### config.mk
export PLATFORM = sky130hd
export DESIGN_NAME = adc_grp_ctrl
export DESIGN_NICKNAME = d
export VERILOG_FILES = /design/src/rtl/adc_grp_pkg.sv /design/src/rtl/adc_conv_model.sv /design/src/rtl/adc_grp_seq.sv /design/src/rtl/adc_grp_bank.sv /design/src/rtl/adc_grp_ctrl.sv
export SDC_FILE = /design/constraint.sdc
export NUM_CORES = 1
export LEC_CHECK = 0
export BUFFER_PORTS_ARGS = -buffer_cell sky130_fd_sc_hd__buf_2
export CAP_MARGIN = 20
export CELL_PAD_IN_SITES_DETAIL_PLACEMENT = 1
export CELL_PAD_IN_SITES_GLOBAL_PLACEMENT = 2
export CORE_ASPECT_RATIO = 0.75
export CORE_UTILIZATION = 39
export CTS_CLUSTER_DIAMETER = 40
export DETAILED_ROUTE_END_ITERATION = 16
export GPL_ROUTABILITY_DRIVEN = 0
export PLACE_DENSITY = 0.84
export SLEW_MARGIN = 20
export SYNTH_ARGS = -nofsm -noshare
export SYNTH_HDL_FRONTEND = slang
export SYNTH_SLANG_ARGS = --single-unit
export TNS_END_PERCENT = 30
### constraint.sdc
create_clock -name clk -period 4.2 [get_ports clk]
set_clock_uncertainty 0.2 [all_clocks]
set_input_delay 0.84 -clock clk [delete_from_list [all_inputs] [get_ports clk]]
set_output_delay 0.84 -clock clk [all_outputs]
set_load 0.05 [all_outputs]
### src/rtl/adc_grp_pkg.sv
package adc_grp_pkg;

    typedef enum logic {
        TRIG_SW = 1'b0,
        TRIG_HW = 1'b1
    } trig_mode_e;

    localparam int unsigned CODE_MUL = 37;
    localparam int unsigned CODE_ADD = 5;

    // Deterministic stand-in for the analog value seen on a channel
    function automatic int unsigned conv_code(input int unsigned chan);
        return chan * CODE_MUL + CODE_ADD;
    endfunction

endpackage

### src/rtl/adc_conv_model.sv
module adc_conv_model
    import adc_grp_pkg::*;
#(
    parameter int CH_W  = 5,
    parameter int RES_W = 12,
    parameter int LAT   = 8
) (
    input  logic             clk,
    input  logic             rst_n,
    input  logic             start_i,
    input  logic             abort_i,
    input  logic [CH_W-1:0]  chan_i,
    output logic             busy_o,
    output logic             done_o,
    output logic [RES_W-1:0] data_o
);
    localparam int CNT_W = (LAT > 2) ? $clog2(LAT) : 1;

    typedef struct packed {
        logic             busy;
        logic [CNT_W-1:0] cnt;
        logic [CH_W-1:0]  chan;
    } conv_st_t;

    conv_st_t st_d, st_q;

    assign busy_o = st_q.busy;
    assign done_o = st_q.busy && (st_q.cnt == '0);
    assign data_o = RES_W'(conv_code(32'(st_q.chan)));

    always_comb begin
        st_d = st_q;
        if (abort_i) begin
            st_d.busy = 1'b0;
        end
        if (start_i) begin
            st_d.busy = 1'b1;
            st_d.cnt  = CNT_W'(LAT - 1);
            st_d.chan = chan_i;
        end else if (done_o) begin
            st_d.busy = 1'b0;
        end else if (st_q.busy && !abort_i) begin
            st_d.cnt = st_q.cnt - 1'b1;
        end
    end

    always_ff @(posedge clk or negedge rst_n) begin
        if (!rst_n) begin
            st_q <= '0;
        end else begin
            st_q <= st_d;
        end
    end

    // an abort with no restart leaves the converter idle
    a_r7_abort_idles: assert property (@(posedge clk) disable iff (!rst_n)
        abort_i && !start_i |=> !busy_o);

    // a running conversion keeps going until it finishes or is cut
    a_r2_busy_holds: assert property (@(posedge clk) disable iff (!rst_n)
        busy_o && !done_o && !abort_i |=> busy_o);

endmodule

### src/rtl/adc_grp_seq.sv
module adc_grp_seq
    import adc_grp_pkg::*;
#(
    parameter int NUM_GRP = 4,
    parameter int CH_W    = 5,
    parameter int GI_W    = 2
) (
    input  logic                           clk,
    input  logic                           rst_n,
    input  logic                           hw_mode_i,
    input  logic                           cont_i,
    input  logic                           wr_en_i,
    input  logic [GI_W-1:0]                wr_grp_i,
    input  logic [CH_W-1:0]                wr_chan_i,
    input  logic [NUM_GRP-1:0]             hw_trig_i,
    input  logic [NUM_GRP-1:0][CH_W-1:0]   chan_tab_i,
    input  logic                           conv_busy_i,
    input  logic                           conv_done_i,
    output logic                           start_o,
    output logic                           abort_o,
    output logic [CH_W-1:0]                start_chan_o,
    output logic                           cmpl_o,
    output logic [GI_W-1:0]                cmpl_grp_o
);
    typedef struct packed {
        logic [GI_W-1:0] act_grp;
    } seq_st_t;

    seq_st_t         st_d, st_q;
    trig_mode_e      mode;
    logic            hw_hit;
    logic [GI_W-1:0] hw_sel;
    logic            sw_start, hw_start, cont_start;

    assign mode = trig_mode_e'(hw_mode_i);

    // Lowest-index hardware trigger wins
    always_comb begin
        hw_hit = 1'b0;
        hw_sel = '0;
        for (int g = NUM_GRP - 1; g >= 0; g--) begin
            if (hw_trig_i[g]) begin
                hw_hit = 1'b1;
                hw_sel = GI_W'(g);
            end
        end
    end

    always_comb begin
        st_d       = st_q;
        abort_o    = conv_busy_i && wr_en_i && (wr_grp_i == st_q.act_grp);
        cmpl_o     = conv_done_i && !abort_o;
        cmpl_grp_o = st_q.act_grp;

        sw_start   = (mode == TRIG_SW) && wr_en_i && (wr_grp_i == '0)
                     && (!conv_busy_i || abort_o);
        cont_start = cmpl_o && cont_i;
        hw_start   = (mode == TRIG_HW) && !conv_busy_i && hw_hit;

        start_o      = 1'b0;
        start_chan_o = '0;
        if (sw_start) begin
            start_o      = 1'b1;
            start_chan_o = wr_chan_i;
            st_d.act_grp = '0;
        end else if (cont_start) begin
            start_o      = 1'b1;
            start_chan_o = chan_tab_i[st_q.act_grp];
        end else if (hw_start) begin
            start_o      = 1'b1;
            start_chan_o = (wr_en_i && wr_grp_i == hw_sel) ? wr_chan_i
                                                            : chan_tab_i[hw_sel];
            st_d.act_grp = hw_sel;
        end
    end

    always_ff @(posedge clk or negedge rst_n) begin
        if (!rst_n) begin
            st_q <= '0;
        end else begin
            st_q <= st_d;
        end
    end

    // nothing starts while a conversion runs on undisturbed
    a_r5_no_start_busy: assert property (@(posedge clk) disable iff (!rst_n)
        conv_busy_i && !abort_o && !conv_done_i |-> !start_o);

    // in software mode only a group-0 write (or a continuous restart) starts
    a_r3_sw_only_g0: assert property (@(posedge clk) disable iff (!rst_n)
        start_o && !hw_mode_i && !(conv_done_i && cont_i)
        |-> wr_en_i && (wr_grp_i == '0));

    // a start makes the converter busy on the next cycle
    a_r2_start_busy: assert property (@(posedge clk) disable iff (!rst_n)
        start_o |=> conv_busy_i);

endmodule

### src/rtl/adc_grp_bank.sv
module adc_grp_bank #(
    parameter int NUM_GRP = 4,
    parameter int CH_W    = 5,
    parameter int RES_W   = 12,
    parameter int GI_W    = 2
) (
    input  logic                          clk,
    input  logic                          rst_n,
    input  logic                          wr_en_i,
    input  logic [GI_W-1:0]               wr_grp_i,
    input  logic [CH_W-1:0]               wr_chan_i,
    input  logic                          wr_ie_i,
    input  logic                          rd_en_i,
    input  logic [GI_W-1:0]               rd_grp_i,
    input  logic                          cmpl_i,
    input  logic [GI_W-1:0]               cmpl_grp_i,
    input  logic [RES_W-1:0]              cmpl_data_i,
    output logic [NUM_GRP-1:0][CH_W-1:0]  chan_tab_o,
    output logic [NUM_GRP-1:0]            ie_o,
    output logic [NUM_GRP-1:0]            coco_o,
    output logic [RES_W-1:0]              rd_data_o
);
    typedef struct packed {
        logic [CH_W-1:0]  chan;
        logic             ie;
        logic             coco;
        logic [RES_W-1:0] res;
    } grp_t;

    logic [NUM_GRP-1:0][RES_W-1:0] res_tab;

    for (genvar g = 0; g < NUM_GRP; g++) begin : g_grp
        grp_t slot_d, slot_q;

        always_comb begin
            slot_d = slot_q;
            if (wr_en_i && wr_grp_i == GI_W'(g)) begin
                slot_d.chan = wr_chan_i;
                slot_d.ie   = wr_ie_i;
            end
            if (rd_en_i && rd_grp_i == GI_W'(g)) begin
                slot_d.coco = 1'b0;
            end
            // A completion outranks a same-cycle clear
            if (cmpl_i && cmpl_grp_i == GI_W'(g)) begin
                slot_d.coco = 1'b1;
                slot_d.res  = cmpl_data_i;
            end
        end

        always_ff @(posedge clk or negedge rst_n) begin
            if (!rst_n) begin
                slot_q <= '0;
            end else begin
                slot_q <= slot_d;
            end
        end

        assign chan_tab_o[g] = slot_q.chan;
        assign ie_o[g]       = slot_q.ie;
        assign coco_o[g]     = slot_q.coco;
        assign res_tab[g]    = slot_q.res;
    end

    assign rd_data_o = res_tab[rd_grp_i];

    // a read with no competing completion leaves the flag clear
    a_r10_read_clears: assert property (@(posedge clk) disable iff (!rst_n)
        rd_en_i && !(cmpl_i && cmpl_grp_i == rd_grp_i)
        |=> !coco_o[$past(rd_grp_i)]);

    // only one group can gain a complete flag per cycle
    a_r6_single_new_flag: assert property (@(posedge clk) disable iff (!rst_n)
        $countones(coco_o & ~$past(coco_o)) <= 1);

endmodule

### src/rtl/adc_grp_ctrl.sv
module adc_grp_ctrl #(
    parameter int NUM_GRP  = 4,
    parameter int CH_W     = 5,
    parameter int RES_W    = 12,
    parameter int CONV_LAT = 8,
    localparam int GI_W    = (NUM_GRP > 1) ? $clog2(NUM_GRP) : 1
) (
    input  logic               clk,
    input  logic               rst_n,
    input  logic               hw_mode,
    input  logic               cont_mode,
    input  logic               wr_en,
    input  logic [GI_W-1:0]    wr_grp,
    input  logic [CH_W-1:0]    wr_chan,
    input  logic               wr_ie,
    input  logic [NUM_GRP-1:0] hw_trig,
    input  logic               rd_en,
    input  logic [GI_W-1:0]    rd_grp,
    output logic [RES_W-1:0]   rd_data,
    output logic [NUM_GRP-1:0] coco,
    output logic               irq,
    output logic               active
);
    logic [NUM_GRP-1:0][CH_W-1:0] chan_tab;
    logic [NUM_GRP-1:0]           ie_vec;
    logic                         start, abort, cmpl;
    logic [CH_W-1:0]              start_chan;
    logic [GI_W-1:0]              cmpl_grp;
    logic                         conv_busy, conv_done;
    logic [RES_W-1:0]             conv_data;

    adc_grp_seq #(
        .NUM_GRP(NUM_GRP), .CH_W(CH_W), .GI_W(GI_W)
    ) seq_i (
        .clk(clk), .rst_n(rst_n),
        .hw_mode_i(hw_mode), .cont_i(cont_mode),
        .wr_en_i(wr_en), .wr_grp_i(wr_grp), .wr_chan_i(wr_chan),
        .hw_trig_i(hw_trig), .chan_tab_i(chan_tab),
        .conv_busy_i(conv_busy), .conv_done_i(conv_done),
        .start_o(start), .abort_o(abort), .start_chan_o(start_chan),
        .cmpl_o(cmpl), .cmpl_grp_o(cmpl_grp)
    );

    adc_conv_model #(
        .CH_W(CH_W), .RES_W(RES_W), .LAT(CONV_LAT)
    ) conv_i (
        .clk(clk), .rst_n(rst_n),
        .start_i(start), .abort_i(abort), .chan_i(start_chan),
        .busy_o(conv_busy), .done_o(conv_done), .data_o(conv_data)
    );

    adc_grp_bank #(
        .NUM_GRP(NUM_GRP), .CH_W(CH_W), .RES_W(RES_W), .GI_W(GI_W)
    ) bank_i (
        .clk(clk), .rst_n(rst_n),
        .wr_en_i(wr_en), .wr_grp_i(wr_grp), .wr_chan_i(wr_chan), .wr_ie_i(wr_ie),
        .rd_en_i(rd_en), .rd_grp_i(rd_grp),
        .cmpl_i(cmpl), .cmpl_grp_i(cmpl_grp), .cmpl_data_i(conv_data),
        .chan_tab_o(chan_tab), .ie_o(ie_vec), .coco_o(coco), .rd_data_o(rd_data)
    );

    assign irq    = |(coco & ie_vec);
    assign active = conv_busy;

    // an abort on the finishing edge leaves the owning flag as it was
    a_r8_abort_no_flag: assert property (@(posedge clk) disable iff (!rst_n)
        abort |=> coco[$past(cmpl_grp)] == $past(coco[cmpl_grp]) || $past(rd_en));

endmodule

Yosys cells after proc, flatten, opt, wreduce, memory -nomap -nowiden
Cells that the tools add are included.

word-level totals
  register bits after elaboration = 87

operators by class
  add/subtract/negate cells = 2
  $mul = 1
  $lt $le $gt $ge = 3
  equal/unequal tests = 13
  multiplexer cells = 37
  bitwise logic cells = 2
  reduce and logical (&&, ||, !) cells = 41

operator list
  cell                                                                           number
  13-bit two-way mux                                                             4
  5-bit two-way mux                                                              6
  12-bit binary-select mux with 2-bit select                                     1
  1-bit logical AND                                                              24
  5-bit binary-select mux with 2-bit select                                      2
  2-bit two-way mux                                                              7
  1-bit two-way mux                                                              13
  11-bit by 3-bit adder with 12-bit output (second input constant)               1
  2-bit == test (second input constant)                                          6
  12-bit two-way mux                                                             1
  2-bit nonzero test                                                             6
  5-bit by 6-bit multiplier with 11-bit output (second input constant)           1
  2-bit by 3-bit less-than comparator with 1-bit output (second input constant)  3
  2-bit by 1-bit == test with 1-bit output (second input constant)               3
  2-bit logical NOT                                                              3
  3-bit two-way mux                                                              2
  4-bit AND                                                                      1
  2-bit == test                                                                  2
  4-bit two-way mux                                                              1
  2-bit by 1-bit != test with 1-bit output (second input constant)               2
  2-bit AND reduction                                                            2
  4-bit OR reduction                                                             1
  3-bit logical NOT                                                              1
  3-bit nonzero test                                                             1
  4 further kinds                                                                5

Depth between registers and ports, before layout
Gate-level depths: netlist of the first run.

  depth in word-level cells = 10
  gate-level depth with buffers = 10
  mapped depth without buffers = 10

Modules after synthesis
A second synthesis of the first run with hierarchy kept.

unflattened totals
  cell total of the unflattened synthesis = 403
  area total of the unflattened synthesis = 5,076.1 um2

modules (own cells, without submodules)
  module          times used  cells each  area each (um2)  seq. area each (um2)
  adc_grp_bank    1           214         3,425.8          1,901.8
  adc_conv_model  1           90          847.1            225.2
  adc_grp_seq     1           96          784.5            50.0
  adc_grp_ctrl    1           3           18.8             0.0

Worst setup path before layout of the first run
Ideal clock, no wire load.

  path kind = input-to-output
  from = in rd_grp[0]
  to = out rd_data[10]
  arrival = 2.090 ns
  path slack = 1.070 ns
  stages = 3
  path buffers = 2
  path through = clkbuf_1 -> buf_2 -> mux4_2

between the ends
  cells in the longest elaborated chain, start to end = 2

ends and longest elaborated chain
  element                                     line                text
  start: declaration                          adc_grp_ctrl.sv:18  input logic [GI_W-1:0] rd_grp,
  12-bit binary-select mux with 2-bit select  adc_grp_bank.sv:65  assign rd_data_o = res_tab[rd_grp_i];
  12-bit two-way mux (not written as such)    adc_grp_bank.sv:65
  end: declaration                            adc_grp_ctrl.sv:19  output logic [RES_W-1:0] rd_data,

Every way passes these cells. The select of a mux whose other input is x is not followed.

Final worst setup path of the first run
  from = reg conv_i.st_q[0] (netlist bit)
  to = reg bank_i.g_grp[3].slot_q[9] (netlist bit)

between the ends
  cells in the longest elaborated chain, start to end = 2

ends and longest elaborated chain
  element                                       line                  text
  start: declaration                            adc_conv_model.sv:25  conv_st_t st_d, st_q;
  start signal: assignment                      adc_conv_model.sv:51  st_q <= st_d;
  5-bit by 6-bit multiplier with 11-bit output  adc_grp_pkg.sv:13     return chan * CODE_MUL + CODE_ADD;
  11-bit by 3-bit adder with 12-bit output      adc_grp_pkg.sv:13
  end signal: assignment                        adc_grp_bank.sv:55    slot_q <= slot_d;
  end: declaration                              adc_grp_bank.sv:33    grp_t slot_d, slot_q;

Every way passes these cells.
A chain may end at the register's enable or synchronous reset.

==> impl_metrics.yaml, run 1 <==
logic_synthesis:
  ys_seq_area_frac: 0.4560
  syn_avg_cell_area_um2: 10.54
  synth_edf_count: 0
  synth_top_area_share: 0.4560
  synthTopCellsByCount: "nand2_1, dfrtp_1, mux2_2, o21ai_0, o21ai_1"
  synth_cell_type_count: 54
  synth_top_cell_by_area: "dfrtp_1"
  post-synth-top-count-cell: "nand2_1"
  ys_ff_latch: 83
  postSynth.asyncResetShare: 1.000
  synthCells: 432
  syn_nets: 469
  synthFlopType: "dfrtp_1"
  syn-cell-area_um2: 4554
  synthTopCellsByArea: "dfrtp_1, mux4_2, nand2_1"
  yosysWarnings: 0
worst_setup_path:
  crit_arrival_ns: 3.32
  cpMaxStageDelayCell: "dfrtp_1"
  reg2reg_to: "bank_i.g_grp[3].slot_q[9]"
  r2r_slack_ns: 0.90
  worstPathMaxFanout: 8
  start_kind: "register"
  crit_path_end_kind: "register"
  ff2ff_path_depth: 10
  critPathMaxStageDelay_ns: 0.46
  crit_chain: "ha_1 > xor2_1 > ha_1 > a21o_1 > ha_1 > and4b_1 > nor2_1 > o311ai_0 > xor2_1 > mux2_1"
  cpLargestDelayFamily: "adder cells"
  cpMostUsedCell: "ha_1"
  worstPathRequired_ns: 4.22
  crit_buf_inv: 0
  r2r-start: "conv_i.st_q[0]"
  critical_path_class: "reg2reg"
layout:
  fillers: 1223
  diodes: 0
  drive_gt1_frac: 0.2162
  nNetsFinal: 490
  area_growth_pct: 11.57
min_path:
  hold_depth: 2
  hold_end: "bank_i.g_grp[2].slot_q[6]"
  min_path_type: "reg2reg"
  hp-start: "bank_i.g_grp[2].slot_q[6]"
pwr:
  power_density_nw_per_um2: 684.5
  ir_worst_vdd_v: 0.0003549
  switchingPower_uw: 1432
  clock_power_share: 0.230
  power_switching_share: 0.4117
  p_leak_uw: 0.002450
  power_frac_comb: 0.416
  power.share.sequential: 0.354
  p_int_uw: 2046
global_route:
  grt_max_degree: 84
  grt_pass1_vias: 3583
  grt_pass1_wl_mm: 19.19
  track_usage: 0.2115
  antenna_found_initial: 0
  grt.overflow.total: 0
detailed_routing:
  ant_nets: 0
  drc: 0
  wl_per_cell_um: 19.05
  finalWirelength_mm: 11.39
  num_vias: 3339
  drtIter0Drc: 145
  vias_per_cell: 5.584
  dr.pass1.iters: 4
clocking:
  clock_path_buffers: 2
  cts_buffers: 9
  cts.htree.levels: 3
  clkLatencyLatePin_ns: 0.34
  clkSinkCount: 83
  cts_setup_buffers: 0
  cts-resized-gates: 0
  cts_root_buffer: "clkbuf_16"
  hold_buffers: 0
  cts_tree: "yes"
  cts.clk_slew.worst_paths_ns: 0.06
timing:
  setup_viol: 0
  final.setup.tns_ns: 0
  relSlewSlack: 0.3783
  hold_ws_ns: 0.2735
  fmax_mhz: 303.0
  slew_viol_final: 0
  worstMarginPinSlew_ns: 0.9246
  timing.final.crit_share: 0.7858
  hold_viol: 0
  grt_setup_unrepaired: "false"
  period_needed_ns: 3.300
place:
  portBuffers: 36
  hpwl_mm: 8.209
outcome:
  outcome: "finished clean"
floorplanning:
  core_area_um2: 11150
  fp-row-count: 33
  io_pins: 38
  dieWidth_um: 126.8
  dieArea_um2: 12120
  die_y_um: 95.59
  start_util: 0.4085
run:
  cap_violations: 0
==> layout make-up <==
cell class                 count  area, um2  area share
clock inverter                 5      62.56     0.01231
timing repair buffer          38      201.4     0.03965
multi-input combinational    308       2283      0.4494
tap                          140      175.2     0.03447
inverter                      13      48.80    0.009604
sequential                    83       2077      0.4088
clock buffer                  11      232.7     0.04580
==> worst max-delay path by stage <==
stage,startpoint,to,depth (start not counted)
floorplan,rd_grp[0],rd_data[10],3
global placement,conv_i.st_q[0],bank_i.g_grp[2].slot_q[9],10
detailed placement,conv_i.st_q[0],bank_i.g_grp[3].slot_q[9],10
CTS,conv_i.st_q[0],bank_i.g_grp[3].slot_q[9],10
global route,conv_i.st_q[0],bank_i.g_grp[3].slot_q[9],10
finish,conv_i.st_q[0],bank_i.g_grp[3].slot_q[9],10
==> flip-flops by register name (all words and copies together) (netlist names) <==
name	flops
bank_i.g_grp.slot_q	44
bank_i.chan_tab_o	20
conv_i.st_q	8
bank_i.coco_o	4
bank_i.ie_o	4
seq_i.cmpl_grp_o	2
conv_i.busy_o	1
==> stage by stage <==
step	instance area [um2]	setup WS (ns)	total power (uW)	util	instances
after CTS	5077	0.8655	3515	0.4554	598
after global routing	5081	0.6941	3716	0.4558	598
after floorplan	4554	1.070	2297	-	432
final	5081	0.8997	3478	0.4558	598
after detailed placement	4782	0.8919	2700	0.4290	582
after global placement	4782	1.035	2618	0.4290	582
==> layout by cell type, fill, tap and decap left out, drive strengths merged, types with 3 or more instances in the layout <==
cell type	count
nor2b	9
nor2	9
buf	38
o21ai	36
clkbuf	11
o31a	3
mux4	16
o31ai	5
nor3b	5
nor3	5
xor2	6
dfrtp	83
or3	4
a21oi	8
o311ai	3
a31oi	4
o211ai	5
inv	14
mux2i	4
ha	16
and3	8
mux2	31
nand3b	3
nand3	9
nand2	90
o21a	4
==> layer usage <==
metal	vias to the layer above	GRT usage	share of wire
met3	10	0.03984	0.045
met1	1692	0.2937	0.48
met2	70	0.3421	0.46
met4	0	0.05556	0.0097
met5	-	0	0
li1	1567	-	-
==> worst reg2reg max path, stage by stage, from the launching register on <==
cell	delay, ns
dfrtp_1	0.46
ha_1	0.40
xor2_1	0.19
ha_1	0.18
a21o_1	0.15
ha_1	0.32
and4b_1	0.26
nor2_1	0.05
o311ai_0	0.41
xor2_1	0.21
mux2_1	0.34
==> logic make-up (layout without fill, tap and decap cells) <==
| family | count (synthesis) | after routing | synth area share |
|---|---|---|---|
| xor+xnor | 8 | 8 | 0.01539 |
| fa+ha+maj | 17 | 17 | 0.04835 |
| other cells | 1 | 1 | 0.0008234 |
| flops | 83 | 83 | 0.4560 |
| buf+inv | 41 | 67 | 0.04258 |
| mux | 51 | 51 | 0.1654 |
| simple gates | 155 | 155 | 0.1635 |
| compound gates | 76 | 76 | 0.1080 |
==> power groups by stage <==
stage               registers [uW]  logic, uW  clock network (uW)
floorplan                     1170       1130                   0
global placement              1230       1390                   0
detailed placement            1250       1450                   0
CTS                           1230       1470                 814
global route                  1270       1600                 844
finish                        1230       1450                 800
(Power assumes the default switching activity.)
==> run 2: changes to the inputs <==
==> constraint.sdc (replaced) <==
create_clock -name clk -period 3.15 [get_ports clk]
set_clock_uncertainty 0.2 [all_clocks]
set_input_delay 0.63 -clock clk [delete_from_list [all_inputs] [get_ports clk]]
set_output_delay 0.63 -clock clk [all_outputs]
set_load 0.05 [all_outputs]
==> impl_metrics.yaml, run 2 (same netlist as run 1, synthesis figures left out) <==
detailed_routing:
  dr.pass1.iters: 6
  ant_nets: 0
  wl_per_cell_um: 18.89
  num_vias: 3432
  vias_per_cell: 5.599
  finalWirelength_mm: 11.58
  drtIter0Drc: 236
  drc: 0
global_route:
  antenna_found_initial: 0
  grt_pass1_vias: 3630
  grt_max_degree: 52
  grt.overflow.total: 0
  track_usage: 0.2146
  grt_pass1_wl_mm: 19.42
clocking:
  clock_path_buffers: 2
  cts-resized-gates: 0
  cts_root_buffer: "clkbuf_16"
  clkSinkCount: 83
  cts_tree: "yes"
  cts_setup_buffers: 0
  clkLatencyLatePin_ns: 0.35
  cts.clk_slew.worst_paths_ns: 0.06
  cts.htree.levels: 3
  hold_buffers: 0
  cts_buffers: 9
floorplanning:
  io_pins: 38
  start_util: 0.4085
  core_area_um2: 11150
  dieArea_um2: 12120
  die_y_um: 95.59
  dieWidth_um: 126.8
  fp-row-count: 33
layout:
  drive_gt1_frac: 0.2431
  layout_common_cells: "nand2_1, dfrtp_1, buf_2, mux2_2"
  regMostFlops: "bank_i.g_grp.slot_q"
  mostFrequentLayoutCell: "nand2_1"
  post-route-util: 0.4661
  fillers: 1277
  nNetsFinal: 505
  area_growth_pct: 14.09
  largest_reg_flops: 44
  stdcell_area_um2: 5196
  diodes: 0
run:
  cap_violations: 0
timing:
  worstMarginPinSlew_ns: 0.6700
  relSlewSlack: 0.5533
  timing.final.ws_setup_ns: 0.1713
  grt_setup_unrepaired: "false"
  setup_viol: 0
  fmax_mhz: 335.7
  period_needed_ns: 2.979
  final.setup.tns_ns: 0
  hold_viol: 0
  slew_viol_final: 0
  timing.final.crit_share: 0.9456
worst_setup_path:
  crit_arrival_ns: 3.01
  r2r-start: "conv_i.st_q[1]"
  critical_path_class: "reg2reg"
  critPathMaxStageDelay_ns: 0.42
  startpoint: "conv_i.st_q[1]"
  worstPathMaxFanout: 4
  path_depth: 10
  cpMaxStageDelayCell: "dfrtp_1"
  start_kind: "register"
  crit_buf_inv: 0
  crit_chain: "ha_1 > xor2_1 > ha_1 > a21o_1 > ha_1 > and4b_1 > nor2_1 > o311ai_2 > xor2_1 > mux2_1"
  cpMostUsedCell: "ha_1"
  cpLargestDelayFamily: "adder cells"
  worstPathRequired_ns: 3.18
  ff2ff_path_depth: 10
  crit_path_end_kind: "register"
outcome:
  outcome: "finished clean"
place:
  postPlaceCellArea_um2: 4895
  dp_worst_setup_slack_ns: 0.04763
  hpwl_mm: 8.738
  portBuffers: 36
pwr:
  power.share.sequential: 0.339
  ir_worst_vdd_v: 0.0004268
  power_frac_comb: 0.436
  power_density_nw_per_um2: 908.9
  total_power_uw: 4723
  clock_power_share: 0.225
  power_switching_share: 0.4105
  p_int_uw: 2784
  p_leak_uw: 0.002521
  switchingPower_uw: 1939
min_path:
  min_path_type: "in2async"
-- run 2: power by group through the flow --
stage / Clock [uW] / Sequential, uW / Combinational [uW]
global route: 1120 / 1650 / 2280
CTS: 1080 / 1610 / 2060
global placement: 0 / 1600 / 1980
finish: 1060 / 1600 / 2060
floorplan: 0 / 1560 / 1500
detailed placement: 0 / 1620 / 2060
-- run 2: final timing paths --
check / endpoint / slack [ns]
worst max-delay path: bank_i.g_grp[3].slot_q[9] / 0.17
max in group asynchronous: bank_i.g_grp[1].slot_q[4] / 1.91
worst max register to register: bank_i.g_grp[3].slot_q[9] / 0.17
min in group clk: bank_i.g_grp[1].slot_q[1] / 0.27
worst min-delay path: bank_i.chan_tab_o[10] / 0.11
worst min register to register: bank_i.g_grp[1].slot_q[1] / 0.27
-- run 2: per-layer routing --
metal / vias to the layer above / part of all wire / track usage
met3: 12 / 0.044 / 0.04377
li1: 1611 / - / -
met4: 0 / 0.012 / 0.06250
met2: 65 / 0.47 / 0.3568
met1: 1744 / 0.47 / 0.2862
met5: - / 0 / 0
-- run 2: through the flow --
stage               hold WS (ns)  instances
global route              0.1756        613
CTS                       0.1423        613
finish                    0.1144        613
detailed placement        0.2623        597
global placement          0.2560        597
floorplan                 0.1344        432
-- run 2: cell type report --
class / count / area (um2) / area share
clock buffer: 11 / 232.7 / 0.04479
sequential: 83 / 2077 / 0.3997
clock inverter: 5 / 61.31 / 0.01180
multi-input combinational: 308 / 2291 / 0.4409
tap: 140 / 175.2 / 0.03371
inverter: 13 / 48.80 / 0.009391
timing repair buffer: 53 / 310.3 / 0.05972
==> run 3: changes to the inputs <==
--- a/config.mk
+++ b/config.mk
@@ -5,16 +5,16 @@
 export SDC_FILE = /design/constraint.sdc
 export NUM_CORES = 1
 export LEC_CHECK = 0
-export BUFFER_PORTS_ARGS = -buffer_cell sky130_fd_sc_hd__buf_2
 export CAP_MARGIN = 20
 export CELL_PAD_IN_SITES_DETAIL_PLACEMENT = 1
 export CELL_PAD_IN_SITES_GLOBAL_PLACEMENT = 2
 export CORE_ASPECT_RATIO = 0.75
-export CORE_UTILIZATION = 39
+export CORE_UTILIZATION = 42
 export CTS_CLUSTER_DIAMETER = 40
 export DETAILED_ROUTE_END_ITERATION = 16
+export DONT_BUFFER_PORTS = 1
 export GPL_ROUTABILITY_DRIVEN = 0
-export PLACE_DENSITY = 0.84
+export PLACE_DENSITY = 0.85
 export SLEW_MARGIN = 20
 export SYNTH_ARGS = -nofsm -noshare
 export SYNTH_HDL_FRONTEND = slang
==> impl_metrics.yaml, run 3 (same netlist as run 1, synthesis figures left out) <==
outcome:
  outcome: "finished, violations left"
  violations: "negative hold slack"
layout:
  diodes: 0
  area_growth_pct: 10.85
  mostFrequentLayoutCell: "nand2_1"
  post-route-util: 0.4850
  nNetsFinal: 468
  layout_common_cells: "nand2_1, dfrtp_1, mux2_2, o21ai_1, o21ai_0"
  stdcell_area_um2: 5049
  largest_reg_flops: 44
  drive_gt1_frac: 0.1835
  fillers: 1143
  multi_input_area_um2: 2295
  seq_area_um2: 2077
  regMostFlops: "bank_i.g_grp.slot_q"
global_route:
  grt_pass1_wl_mm: 18.84
  grt.overflow.total: 0
  grt_pass1_vias: 3555
  grt_max_degree: 84
  antenna_found_initial: 0
  track_usage: 0.2223
pwr:
  power.share.sequential: 0.352
  p_leak_uw: 0.002380
  power_frac_comb: 0.408
  clock_power_share: 0.240
  p_int_uw: 2829
  ir_worst_vdd_v: 0.0004333
  switchingPower_uw: 1888
  power_density_nw_per_um2: 934.3
  power_switching_share: 0.4002
floorplanning:
  dieWidth_um: 122.2
  die_y_um: 92.18
  core_area_um2: 10410
  fp-row-count: 32
  dieArea_um2: 11270
  io_pins: 38
  start_util: 0.4375
detailed_routing:
  routed.top_layer: "met4"
  drtIter0Drc: 143
  finalWirelength_mm: 11.22
  m1WireLength_mm: 5.245
  num_vias: 3277
  wl_per_cell_um: 19.62
  wl_met3_um: 626
  ant_nets: 0
  drc: 0
  wl_met2_mm: 5.171
  dr.pass1.iters: 4
  vias_per_cell: 5.729
worst_setup_path:
  start_kind: "register"
  reg2reg_to: "bank_i.g_grp[2].slot_q[9]"
  worstPathRequired_ns: 3.17
  crit_arrival_ns: 3.06
  ff2ff_path_depth: 10
  crit_path_end_kind: "register"
  r2r-start: "conv_i.st_q[1]"
  r2r_slack_ns: 0.12
  critical_path_class: "reg2reg"
  worstPathMaxFanout: 4
clocking:
  cts_tree: "yes"
  clkLatencyLatePin_ns: 0.34
  cts_root_buffer: "clkbuf_16"
  clock_path_buffers: 2
  cts_buffers: 9
  cts.htree.levels: 3
  cts_setup_buffers: 0
  cts.clk_slew.worst_paths_ns: 0.06
  clkSinkCount: 83
min_path:
  min_path_type: "in2async"
timing:
  fmax_mhz: 329.7
  timing.final.crit_share: 0.9630
  worstMarginPinSlew_ns: 0.6978
  hold_ws_ns: -0.02519
  relSlewSlack: 0.5348
  grt_setup_unrepaired: "true"
  slew_viol_final: 0
  hold_viol: 18
  final.setup.tns_ns: 0
  setup_viol: 0
  period_needed_ns: 3.033
place:
  hpwl_mm: 8.139
  postPlaceCellArea_um2: 4692
  portBuffers: 0
run:
  cap_violations: 0
run 3: changes by cell type in the layout (fill, tap and decap cells not counted):
| cell | change |
|---|---|
| buf_2 | -35 |
| buf_4 | -3 |
| a21oi_1 | -1 |
| a21oi_2 | +1 |
| buf_16 | +1 |
| bufinv_16 | +1 |
| clkbuf_1 | -1 |
| clkinv_2 | +1 |
| clkinvlp_4 | -1 |
run 3: routing by layer:
| layer | vias to the layer above | global-route usage |
|---|---|---|
| met3 | 15 | 0.05846 |
| met4 | 0 | 0.07012 |
| li1 | 1530 | - |
| met5 | - | 0 |
| met2 | 62 | 0.3404 |
| met1 | 1670 | 0.3062 |
run 3: worst max-delay path by stage:
stage	cells after the start	start	endpoint
floorplan	10	conv_i.st_q[0]	bank_i.g_grp[2].slot_q[9]
global placement	10	conv_i.st_q[1]	bank_i.g_grp[2].slot_q[9]
detailed placement	10	conv_i.st_q[1]	bank_i.g_grp[2].slot_q[9]
CTS	10	conv_i.st_q[1]	bank_i.g_grp[2].slot_q[9]
global route	10	conv_i.st_q[1]	bank_i.g_grp[2].slot_q[9]
finish	10	conv_i.st_q[1]	bank_i.g_grp[2].slot_q[9]
run 3: power by group through the flow:
stage          clock [uW]  combinational (uW)  sequential (uW)
2_1_floorplan           0                1500             1560
3_3_place_gp            0                1810             1660
3_5_place_dp            0                1880             1680
4_1_cts              1150                1920             1660
5_1_grt              1190                2140             1700
6_report             1130                1920             1660
run 3: per-stage QoR:
step / hold slack (ns) / instances / power, uW / worst slack (ns)
final: -0.02519 / 572 / 4717 / 0.1166
after global routing: 0.01209 / 572 / 5033 / -0.006546
after CTS: 0.006277 / 572 / 4739 / 0.06303
after detailed placement: 0.1366 / 555 / 3558 / 0.008504
after global placement: 0.1370 / 555 / 3465 / 0.1510
after floorplan: 0.1344 / 432 / 3063 / 0.1505
run 3: worst max-delay path, stage by stage (launching register included):
cell and delay (ns):
dfrtp_1 0.43, ha_1 0.34, xor2_1 0.16, ha_1 0.18, a21o_1 0.16, ha_1 0.33, and4b_1 0.27, nor2_1 0.08
o311ai_2 0.27, xor2_1 0.16, mux2_1 0.32
run 3: layout make-up:
type | count | share of cell area
Clock buffer | 10 | 0.04535
Clock inverter | 6 | 0.01760
Sequential cell | 83 | 0.4114
Timing Repair Buffer | 16 | 0.02776
Inverter | 13 | 0.009665
Tap cell | 136 | 0.03371
Multi-Input combinational cell | 308 | 0.4545
run 3: timing repair:
| item | 4_1_cts | 5_1_grt |
|---|---|---|
| pin swaps | 0 | 1 |
| resized for setup | 1 | 3 |
| hold endpoints to repair | 83 | 0 |
| hold buffers | 1 | 0 |
| endpoints found under the setup margin | 2 | 9 |
| cloned | 0 | 0 |
